$ cat config.mk
export PLATFORM = sky130hd
export DESIGN_NAME = rdseq_top
export DESIGN_NICKNAME = d
export VERILOG_FILES = /design/src/rtl/rdseq_pkg.sv /design/src/rtl/rdseq_mode_reg.sv /design/src/rtl/rdseq_cmd_gate.sv /design/src/rtl/rdseq_lat_pipe.sv /design/src/rtl/rdseq_burst_out.sv /design/src/rtl/rdseq_top.sv
export SDC_FILE = /design/constraint.sdc
export NUM_CORES = 1
export LEC_CHECK = 0
export ABC_CLOCK_PERIOD_IN_PS = 2400
export CORE_MARGIN = 4
export CORE_UTILIZATION = 50
export CTS_BUF_LIST = sky130_fd_sc_hd__clkbuf_16
export DETAILED_ROUTE_END_ITERATION = 7
export PLACE_DENSITY = 0.83
export REMOVE_ABC_BUFFERS = 1
export SYNTH_ARGS = -nofsm -noshare
export SYNTH_HDL_FRONTEND = slang
export SYNTH_SLANG_ARGS = --single-unit
export TNS_END_PERCENT = 5
$ cat constraint.sdc
create_clock -name clk -period 2.4 [get_ports clk]
set_input_delay 0.48 -clock clk [delete_from_list [all_inputs] [get_ports clk]]
set_output_delay 0.48 -clock clk [all_outputs]
set_load 0.05 [all_outputs]
$ cat src/rtl/rdseq_pkg.sv
package rdseq_pkg;
  localparam int BURST_LEN    = 8;
  localparam int LAT_MIN      = 7;
  localparam int LAT_MAX      = 20;
  localparam int MR_FIELD_LSB = 3;

  localparam int BEAT_W  = $clog2(BURST_LEN);
  localparam int CODE_W  = $clog2(LAT_MAX - LAT_MIN + 1);
  localparam int CNT_W   = $clog2(LAT_MAX + 1);
  localparam int GAP_W   = $clog2(BURST_LEN + 1);
  localparam int NSLOT   = (LAT_MAX + BURST_LEN - 1) / BURST_LEN;
  localparam int PTR_W   = (NSLOT > 1) ? $clog2(NSLOT) : 1;
  localparam int MAX_CODE = LAT_MAX - LAT_MIN;

  localparam logic [31:0] DATA_MULT = 32'h0101_0101;
  localparam logic [31:0] DATA_SALT = 32'hC3A5_5A3C;
endpackage

$ cat src/rtl/rdseq_mode_reg.sv
module rdseq_mode_reg
  import rdseq_pkg::*;
#(
  parameter int MA_W = 13
) (
  input  logic             clk,
  input  logic             rst_n,
  input  logic             mrs_en,
  input  logic [MA_W-1:0]  mrs_addr,
  output logic [CNT_W-1:0] lat_q,
  output logic             err_q
);
  logic [CODE_W-1:0] code;
  logic              legal;

  assign code  = mrs_addr[MR_FIELD_LSB +: CODE_W];
  assign legal = (code <= CODE_W'(MAX_CODE));

  always_ff @(posedge clk or negedge rst_n) begin
    if (!rst_n) begin
      lat_q <= CNT_W'(LAT_MIN);
      err_q <= 1'b0;
    end else begin
      err_q <= mrs_en && !legal;
      if (mrs_en && legal) begin
        lat_q <= CNT_W'(LAT_MIN) + CNT_W'(code);
      end
    end
  end

  AST_LAT_RANGE: assert property (@(posedge clk) disable iff (!rst_n)
    (lat_q >= CNT_W'(LAT_MIN)) && (lat_q <= CNT_W'(LAT_MAX)));

  AST_BAD_CODE_KEEPS: assert property (@(posedge clk) disable iff (!rst_n)
    (mrs_en && (code > CODE_W'(MAX_CODE))) |=> ($stable(lat_q) && err_q));
endmodule

$ cat src/rtl/rdseq_cmd_gate.sv
module rdseq_cmd_gate
  import rdseq_pkg::*;
#(
  parameter int COL_W = 10,
  localparam int BLK_W = COL_W - BEAT_W
) (
  input  logic             clk,
  input  logic             rst_n,
  input  logic             rd_en,
  input  logic [COL_W-1:0] rd_col,
  output logic             acc,
  output logic [BLK_W-1:0] acc_blk,
  output logic             err_align_q,
  output logic             err_space_q
);
  logic [GAP_W-1:0] gap_q;
  logic             misaligned;

  assign misaligned = |rd_col[BEAT_W-1:0];
  assign acc        = rd_en && (gap_q >= GAP_W'(BURST_LEN));
  assign acc_blk    = rd_col[COL_W-1:BEAT_W];

  always_ff @(posedge clk or negedge rst_n) begin
    if (!rst_n) begin
      gap_q       <= GAP_W'(BURST_LEN);
      err_align_q <= 1'b0;
      err_space_q <= 1'b0;
    end else begin
      err_align_q <= rd_en && misaligned;
      err_space_q <= rd_en && !acc;
      if (acc) begin
        gap_q <= GAP_W'(1);
      end else if (gap_q < GAP_W'(BURST_LEN)) begin
        gap_q <= gap_q + GAP_W'(1);
      end
    end
  end

  AST_NO_ADJACENT_ACCEPT: assert property (@(posedge clk) disable iff (!rst_n)
    acc |=> !acc);

  AST_ALIGN_FLAG: assert property (@(posedge clk) disable iff (!rst_n)
    (rd_en && misaligned) |=> err_align_q);
endmodule

$ cat src/rtl/rdseq_lat_pipe.sv
module rdseq_lat_pipe
  import rdseq_pkg::*;
#(
  parameter int BLK_W = 7
) (
  input  logic             clk,
  input  logic             rst_n,
  input  logic             acc,
  input  logic [BLK_W-1:0] acc_blk,
  input  logic [CNT_W-1:0] lat,
  output logic             start,
  output logic [BLK_W-1:0] start_blk
);
  logic [NSLOT-1:0] busy_q;
  logic [NSLOT-1:0] expire;
  logic [CNT_W-1:0] cnt_q [NSLOT];
  logic [BLK_W-1:0] blk_q [NSLOT];
  logic [PTR_W-1:0] wptr_q;

  for (genvar g = 0; g < NSLOT; g++) begin : g_exp
    assign expire[g] = busy_q[g] && (cnt_q[g] == '0);
  end

  always_comb begin
    start     = 1'b0;
    start_blk = '0;
    for (int i = NSLOT - 1; i >= 0; i--) begin
      if (expire[i]) begin
        start     = 1'b1;
        start_blk = blk_q[i];
      end
    end
  end

  for (genvar g = 0; g < NSLOT; g++) begin : g_slot
    always_ff @(posedge clk or negedge rst_n) begin
      if (!rst_n) begin
        busy_q[g] <= 1'b0;
        cnt_q[g]  <= '0;
        blk_q[g]  <= '0;
      end else if (acc && (wptr_q == PTR_W'(g))) begin
        busy_q[g] <= 1'b1;
        cnt_q[g]  <= lat - CNT_W'(1);
        blk_q[g]  <= acc_blk;
      end else if (expire[g]) begin
        busy_q[g] <= 1'b0;
      end else if (busy_q[g]) begin
        cnt_q[g] <= cnt_q[g] - CNT_W'(1);
      end
    end
  end

  always_ff @(posedge clk or negedge rst_n) begin
    if (!rst_n) begin
      wptr_q <= '0;
    end else if (acc) begin
      wptr_q <= (wptr_q == PTR_W'(NSLOT - 1)) ? '0 : wptr_q + PTR_W'(1);
    end
  end

  AST_NO_OVERFLOW: assert property (@(posedge clk) disable iff (!rst_n)
    acc |-> !busy_q[wptr_q]);
endmodule

$ cat src/rtl/rdseq_burst_out.sv
module rdseq_burst_out
  import rdseq_pkg::*;
#(
  parameter int COL_W     = 10,
  parameter int DATA_W    = 32,
  parameter int ROM_DEPTH = 64,
  localparam int BLK_W  = COL_W - BEAT_W,
  localparam int ROM_AW = $clog2(ROM_DEPTH)
) (
  input  logic              clk,
  input  logic              rst_n,
  input  logic              start,
  input  logic [BLK_W-1:0]  start_blk,
  output logic              dq_valid,
  output logic [COL_W-1:0]  dq_col,
  output logic [DATA_W-1:0] dq_data
);
  logic [DATA_W-1:0] rom [ROM_DEPTH];

  for (genvar g = 0; g < ROM_DEPTH; g++) begin : g_rom
    assign rom[g] = DATA_W'((32'(g) * DATA_MULT) ^ DATA_SALT);
  end

  logic              act_q, act_n;
  logic [BEAT_W-1:0] beat_q, beat_n;
  logic [BLK_W-1:0]  blk_q, blk_n;
  logic [DATA_W-1:0] data_q;
  logic [COL_W-1:0]  col_n;

  always_comb begin
    act_n  = act_q;
    beat_n = beat_q;
    blk_n  = blk_q;
    if (start) begin
      act_n  = 1'b1;
      beat_n = '0;
      blk_n  = start_blk;
    end else if (act_q) begin
      if (beat_q == BEAT_W'(BURST_LEN - 1)) begin
        act_n = 1'b0;
      end else begin
        beat_n = beat_q + BEAT_W'(1);
      end
    end
  end

  assign col_n = {blk_n, beat_n};

  always_ff @(posedge clk or negedge rst_n) begin
    if (!rst_n) begin
      act_q  <= 1'b0;
      beat_q <= '0;
      blk_q  <= '0;
      data_q <= '0;
    end else begin
      act_q  <= act_n;
      beat_q <= beat_n;
      blk_q  <= blk_n;
      data_q <= rom[col_n[ROM_AW-1:0]];
    end
  end

  assign dq_valid = act_q;
  assign dq_col   = act_q ? {blk_q, beat_q} : '0;
  assign dq_data  = act_q ? data_q : '0;

  AST_BURST_FROM_ZERO: assert property (@(posedge clk) disable iff (!rst_n)
    $rose(act_q) |-> (beat_q == '0));

  AST_BEAT_STEP: assert property (@(posedge clk) disable iff (!rst_n)
    (act_q && (beat_q != BEAT_W'(BURST_LEN - 1)) && !start)
      |=> (act_q && (beat_q == $past(beat_q) + BEAT_W'(1)) && $stable(blk_q)));
endmodule

$ cat src/rtl/rdseq_top.sv
module rdseq_top
  import rdseq_pkg::*;
#(
  parameter int COL_W     = 10,
  parameter int MA_W      = 13,
  parameter int DATA_W    = 32,
  parameter int ROM_DEPTH = 64,
  localparam int BLK_W = COL_W - BEAT_W
) (
  input  logic              clk,
  input  logic              rst_n,
  input  logic              mrs_en,
  input  logic [MA_W-1:0]   mrs_addr,
  input  logic              rd_en,
  input  logic [COL_W-1:0]  rd_col,
  output logic              dq_valid,
  output logic [COL_W-1:0]  dq_col,
  output logic [DATA_W-1:0] dq_data,
  output logic              err_mrs,
  output logic              err_align,
  output logic              err_space
);
  logic [CNT_W-1:0] lat;
  logic             acc;
  logic [BLK_W-1:0] acc_blk;
  logic             start;
  logic [BLK_W-1:0] start_blk;

  rdseq_mode_reg #(.MA_W(MA_W)) i_mode (
    .clk      (clk),
    .rst_n    (rst_n),
    .mrs_en   (mrs_en),
    .mrs_addr (mrs_addr),
    .lat_q    (lat),
    .err_q    (err_mrs)
  );

  rdseq_cmd_gate #(.COL_W(COL_W)) i_gate (
    .clk         (clk),
    .rst_n       (rst_n),
    .rd_en       (rd_en),
    .rd_col      (rd_col),
    .acc         (acc),
    .acc_blk     (acc_blk),
    .err_align_q (err_align),
    .err_space_q (err_space)
  );

  rdseq_lat_pipe #(.BLK_W(BLK_W)) i_pipe (
    .clk       (clk),
    .rst_n     (rst_n),
    .acc       (acc),
    .acc_blk   (acc_blk),
    .lat       (lat),
    .start     (start),
    .start_blk (start_blk)
  );

  rdseq_burst_out #(
    .COL_W     (COL_W),
    .DATA_W    (DATA_W),
    .ROM_DEPTH (ROM_DEPTH)
  ) i_out (
    .clk       (clk),
    .rst_n     (rst_n),
    .start     (start),
    .start_blk (start_blk),
    .dq_valid  (dq_valid),
    .dq_col    (dq_col),
    .dq_data   (dq_data)
  );

  AST_START_TO_VALID: assert property (@(posedge clk) disable iff (!rst_n)
    start |=> (dq_valid && (dq_col[BEAT_W-1:0] == '0) && (dq_col[COL_W-1:BEAT_W] == $past(start_blk))));
endmodule

==> tab_implementation.tex, run 1 <==
\begin{tabular}{lr}
\hline
Metric & Value \\
\hline
\multicolumn{2}{l}{\textbf{Status}} \\
\quad Status & finished clean \\
\multicolumn{2}{l}{\textbf{Synth}} \\
\quad Proportion of register bits with asynchronous set or reset after synthesis & 100\% \\
\quad Synth Warn \# & 0 \\
\quad Cell Area, Synth & 3590 sq um \\
\quad Post-synthesis adder-cell area fraction & 3.14\% \\
\quad Post-synthesis register bit count & 71 \\
\quad Main combinational cell family by area after synthesis & simple AND/OR/NAND/NOR gates \\
\quad Post-synthesis simple-gate area fraction & 18.8\% \\
\quad Number of enable-type register cells in the synthesized netlist & 0 \\
\quad Fraction of the yosys area taken by sequential cells & 49.7\% \\
\quad Number of cells produced by synthesis & 355 \\
\quad Ys flop type & dfrtp\_1 \\
\quad Proportion of synthesized area in mux cells & 4.46\% \\
\quad Count of distinct cell types in the synthesized netlist & 50 \\
\quad Fraction of the mapped netlist area in compound gates & 10.7\% \\
\quad Avg Cell Area, Syn & 10.1 sq um \\
\quad Synth Area in XOR/XNOR & 3.42\% \\
\multicolumn{2}{l}{\textbf{GRT}} \\
\quad Vias in the first global route & 2641 \\
\quad Wire length of the first global-routing pass & 12.0 mm \\
\quad Met1 Usage GRT & 20.3\% \\
\quad GR Layer Usage met3 & 3.82\% \\
\quad Global-route met2 utilization & 30.8\% \\
\quad Most heavily used metal layer in global routing & met2 \\
\quad Number of antenna violations at the first check in global routing & 0 \\
\quad Overall fraction of global-route tracks in use & 17.5\% \\
\quad Pin count of the biggest net entering global routing & 72 \\
\quad Total overflow reported by the global router & 0 \\
\multicolumn{2}{l}{\textbf{Finish}} \\
\quad Post-layout instance area & 4380 sq um \\
\quad Most used cells in the layout excluding fill and tap cells & 67 x dfrtp\_1, 65 x nand2\_1, 38 x buf\_4, 20 x inv\_1, 20 x clkdlybuf4s50\_1 \\
\quad Number of antenna diodes & 0 \\
\quad Filler cells & 553 \\
\quad Layout Utilization & 63.7\% \\
\quad Count of placed standard cells in the final layout, fillers left out & 501 \\
\quad Share of post-route cells with drive strength above 1 & 17.3\% \\
\quad Most common cell after layout, fill and taps aside & dfrtp\_1 \\
\quad Post-synthesis to final-layout area growth & 22.0\% \\
\quad NumNets Final & 437 \\
\multicolumn{2}{l}{\textbf{Placed design}} \\
\quad \# port buffers & 59 \\
\quad Cell area after placement & 4080 sq um \\
\quad Cell total after placement & 486 \\
\quad GPL Wtd Cong & 0.745 \\
\quad Post-DP HPWL & 5.17 mm \\
\multicolumn{2}{l}{\textbf{Floorplanning}} \\
\quad Die boundary height & 92.7 um \\
\quad Number of ports placed on the die boundary & 73 \\
\quad Initial core utilization & 52.2\% \\
\quad Total number of placement rows & 30 \\
\quad Placeable core region & 6870 sq um \\
\quad Die extent in x & 92.7 um \\
\quad Floorplan die area & 8600 sq um \\
\multicolumn{2}{l}{\textbf{Setup path}} \\
\quad Cells on worst reg2reg path & 7 \\
\quad Crit path kind & reg2out \\
\quad Cell type group with the largest total delay on the critical path & buffers and inverters \\
\quad Ordered list of cells on the worst path & clkdlybuf4s50\_1 \\
\quad Setup crit end kind & output pin \\
\quad Number of buffers and inverters on the critical path & 1 \\
\quad Biggest fanout along the worst timing path & 20 \\
\quad Origin of the critical flop-to-flop path & i\_pipe.cnt\_q[5] \\
\quad Arrival time of data at the critical path endpoint & 1770 ps \\
\quad Nature of the critical path startpoint & flip-flop \\
\quad Worst setup slack for register-to-register paths & 420 ps \\
\quad Worst EP required & 1920 ps \\
\quad Slowest cell on the critical path & clkdlybuf4s50\_1 \\
\quad Largest incremental delay on the critical path & 880 ps \\
\multicolumn{2}{l}{\textbf{Clocking}} \\
\quad Insertion delay of the later-clocked pin in the worst-skew pair & 330 ps \\
\quad Post-CTS Hold Fix Bufs & 0 \\
\quad Clk Tree Root Cell & clkbuf\_16 \\
\quad CTS sink count & 71 \\
\quad Htree depth & 3 \\
\quad Resized cells post-CTS & 10 \\
\quad Number of buffers inserted by post-CTS setup repair & 0 \\
\quad Clock Tree Buf Depth & 2 \\
\quad Inserted Clock Buffers & 9 \\
\quad Clock slew at reported path FFs & 50 ps \\
\quad TritonCTS clock tree & built \\
\multicolumn{2}{l}{\textbf{STA}} \\
\quad Maximum frequency from static timing analysis & 444 MHz \\
\quad Clock skew & 7.01 ps \\
\quad Worst hold margin & 160 ps \\
\quad Remaining max-slew budget at the tightest pin & 65.5\% \\
\quad Share of the clock period used by the worst path after layout & 93.8\% \\
\quad Setup TNS & 0 ps \\
\quad Final setup violating endpoints & 0 \\
\quad Unrepaired setup endpoints after global routing & no \\
\quad Final hold violations & 0 \\
\quad Worst Tran Pin Value & 517 ps \\
\quad Max-slew violations & 0 \\
\quad Final Critical Period & 2250 ps \\
\multicolumn{2}{l}{\textbf{Detailed routing}} \\
\quad Total iterations of the first detailed-routing run & 4 \\
\quad Number of nets with antenna violations after routing & 0 \\
\quad Average wire per cell in the routed design & 14.2 um \\
\quad Via count & 2627 \\
\quad Residual DRC count & 0 \\
\quad Via density & 5.24 \\
\quad Number of design-rule violations left by the first detailed-router iteration & 93 \\
\quad Overall routed net length & 7.12 mm \\
\multicolumn{2}{l}{\textbf{Flow run}} \\
\quad Maximum Capacitance Violations & 0 \\
\multicolumn{2}{l}{\textbf{Worst hold path}} \\
\quad Class of the tightest hold or removal check & in2async \\
\multicolumn{2}{l}{\textbf{Pwr}} \\
\quad VDD IR-drop max & 494 uV \\
\quad Total leakage power & 2.18 nW \\
\quad Total power per unit cell area & 1450 nW/um\^{}2 \\
\hline
\end{tabular}
==> registers in the layout, summed over array words and instances, names as in the netlist, named ones only <==
register	cells
i_pipe.wptr_q	2
i_mode.lat_q	5
i_out.data_q	8
i_out.beat_q	2
i_pipe.blk_q	21
i_gate.err_align_q	1
i_out.dq_valid	1
i_pipe.busy_q	3
i_gate.err_space_q	1
i_mode.err_q	1
i_gate.gap_q	4
i_out.blk_q	4
i_pipe.cnt_q	15
==> logic make-up (layout without fill, tap and decap cells) <==
| group | Yosys count | count (layout) |
|---|---|---|
| compound gates | 54 | 54 |
| xor+xnor | 14 | 14 |
| fa+ha+maj | 9 | 9 |
| buf+inv | 60 | 107 |
| flops | 71 | 71 |
| mux | 15 | 15 |
| other cells | 2 | 5 |
| simple gates | 130 | 130 |
==> synth_stat cells (all sizes together) (7+ instances only) <==
cell type	count	area (sq um)
a211oi	8	60.1
a21oi	7	35.0
and2	19	119
buf	32	238
clkbuf	8	30.0
dfrtp	67	1680
ha	9	113
inv	20	75.1
mux2	8	90.1
mux2i	7	70.1
nand2	65	244
nor2	13	65.1
nor3	7	45.0
o21ai	10	50.1
o2bb2ai	7	61.3
xnor2	9	78.8
==> area by class of cell <==
type                       instances  area, sq um  share of cell area [%]
clock inverter                     6         76.3                    1.74
inverter                          20         75.1                    1.72
sequential                        71         1780                    40.7
timing repair buffer              72          623                    14.2
clock buffer                       9          225                    5.15
multi-input combinational        227         1480                    33.7
tap                               96          120                    2.74
==> through the flow <==
step | worst slack (ps) | power (mW)
after detailed placement | 266 | 5.06
after global routing | 34.2 | 6.73
after CTS | 1.62 | 6.39
after global placement | 300 | 4.92
after floorplan | -363 | 4.13
final | 148 | 6.34
==> worst max-delay path by stage <==
stage	from	to	slack, ps	depth (start not counted)
finish	i_out.dq_valid	dq_valid	150	1
global route	i_out.dq_valid	dq_valid	30	1
CTS	i_out.dq_valid	dq_col[8]	2	2
detailed placement	rd_en	i_pipe.cnt_q[14]	270	5
global placement	rd_en	i_pipe.blk_q[15]	300	6
floorplan	i_out.dq_valid	dq_data[14]	-360	1
==> metal layers <==
metal  part of all wire (%)  up-vias  routed length, um
met3                    7.3       15                516
met5                      0        -                  0
met4                    2.2        0                158
met1                     41     1253               2900
li1                       -     1270                  -
met2                     50       89               3540
==> power breakdown <==
part           switching, mW  leakage, nW  internal (mW)  total (mW)
clock network          0.473        0.148          0.890        1.36
registers              0.402        0.866           1.72        2.13
logic                   1.83         1.17           1.02        2.85
Power figures use the tool's default switching activity.
==> inputs of run 2 (changes only) <==
Settings changed: GPL_ROUTABILITY_DRIVEN set to 1.
==> results of run 2 <==
The final DEF is identical to that of run 1; final timing and power are the same.
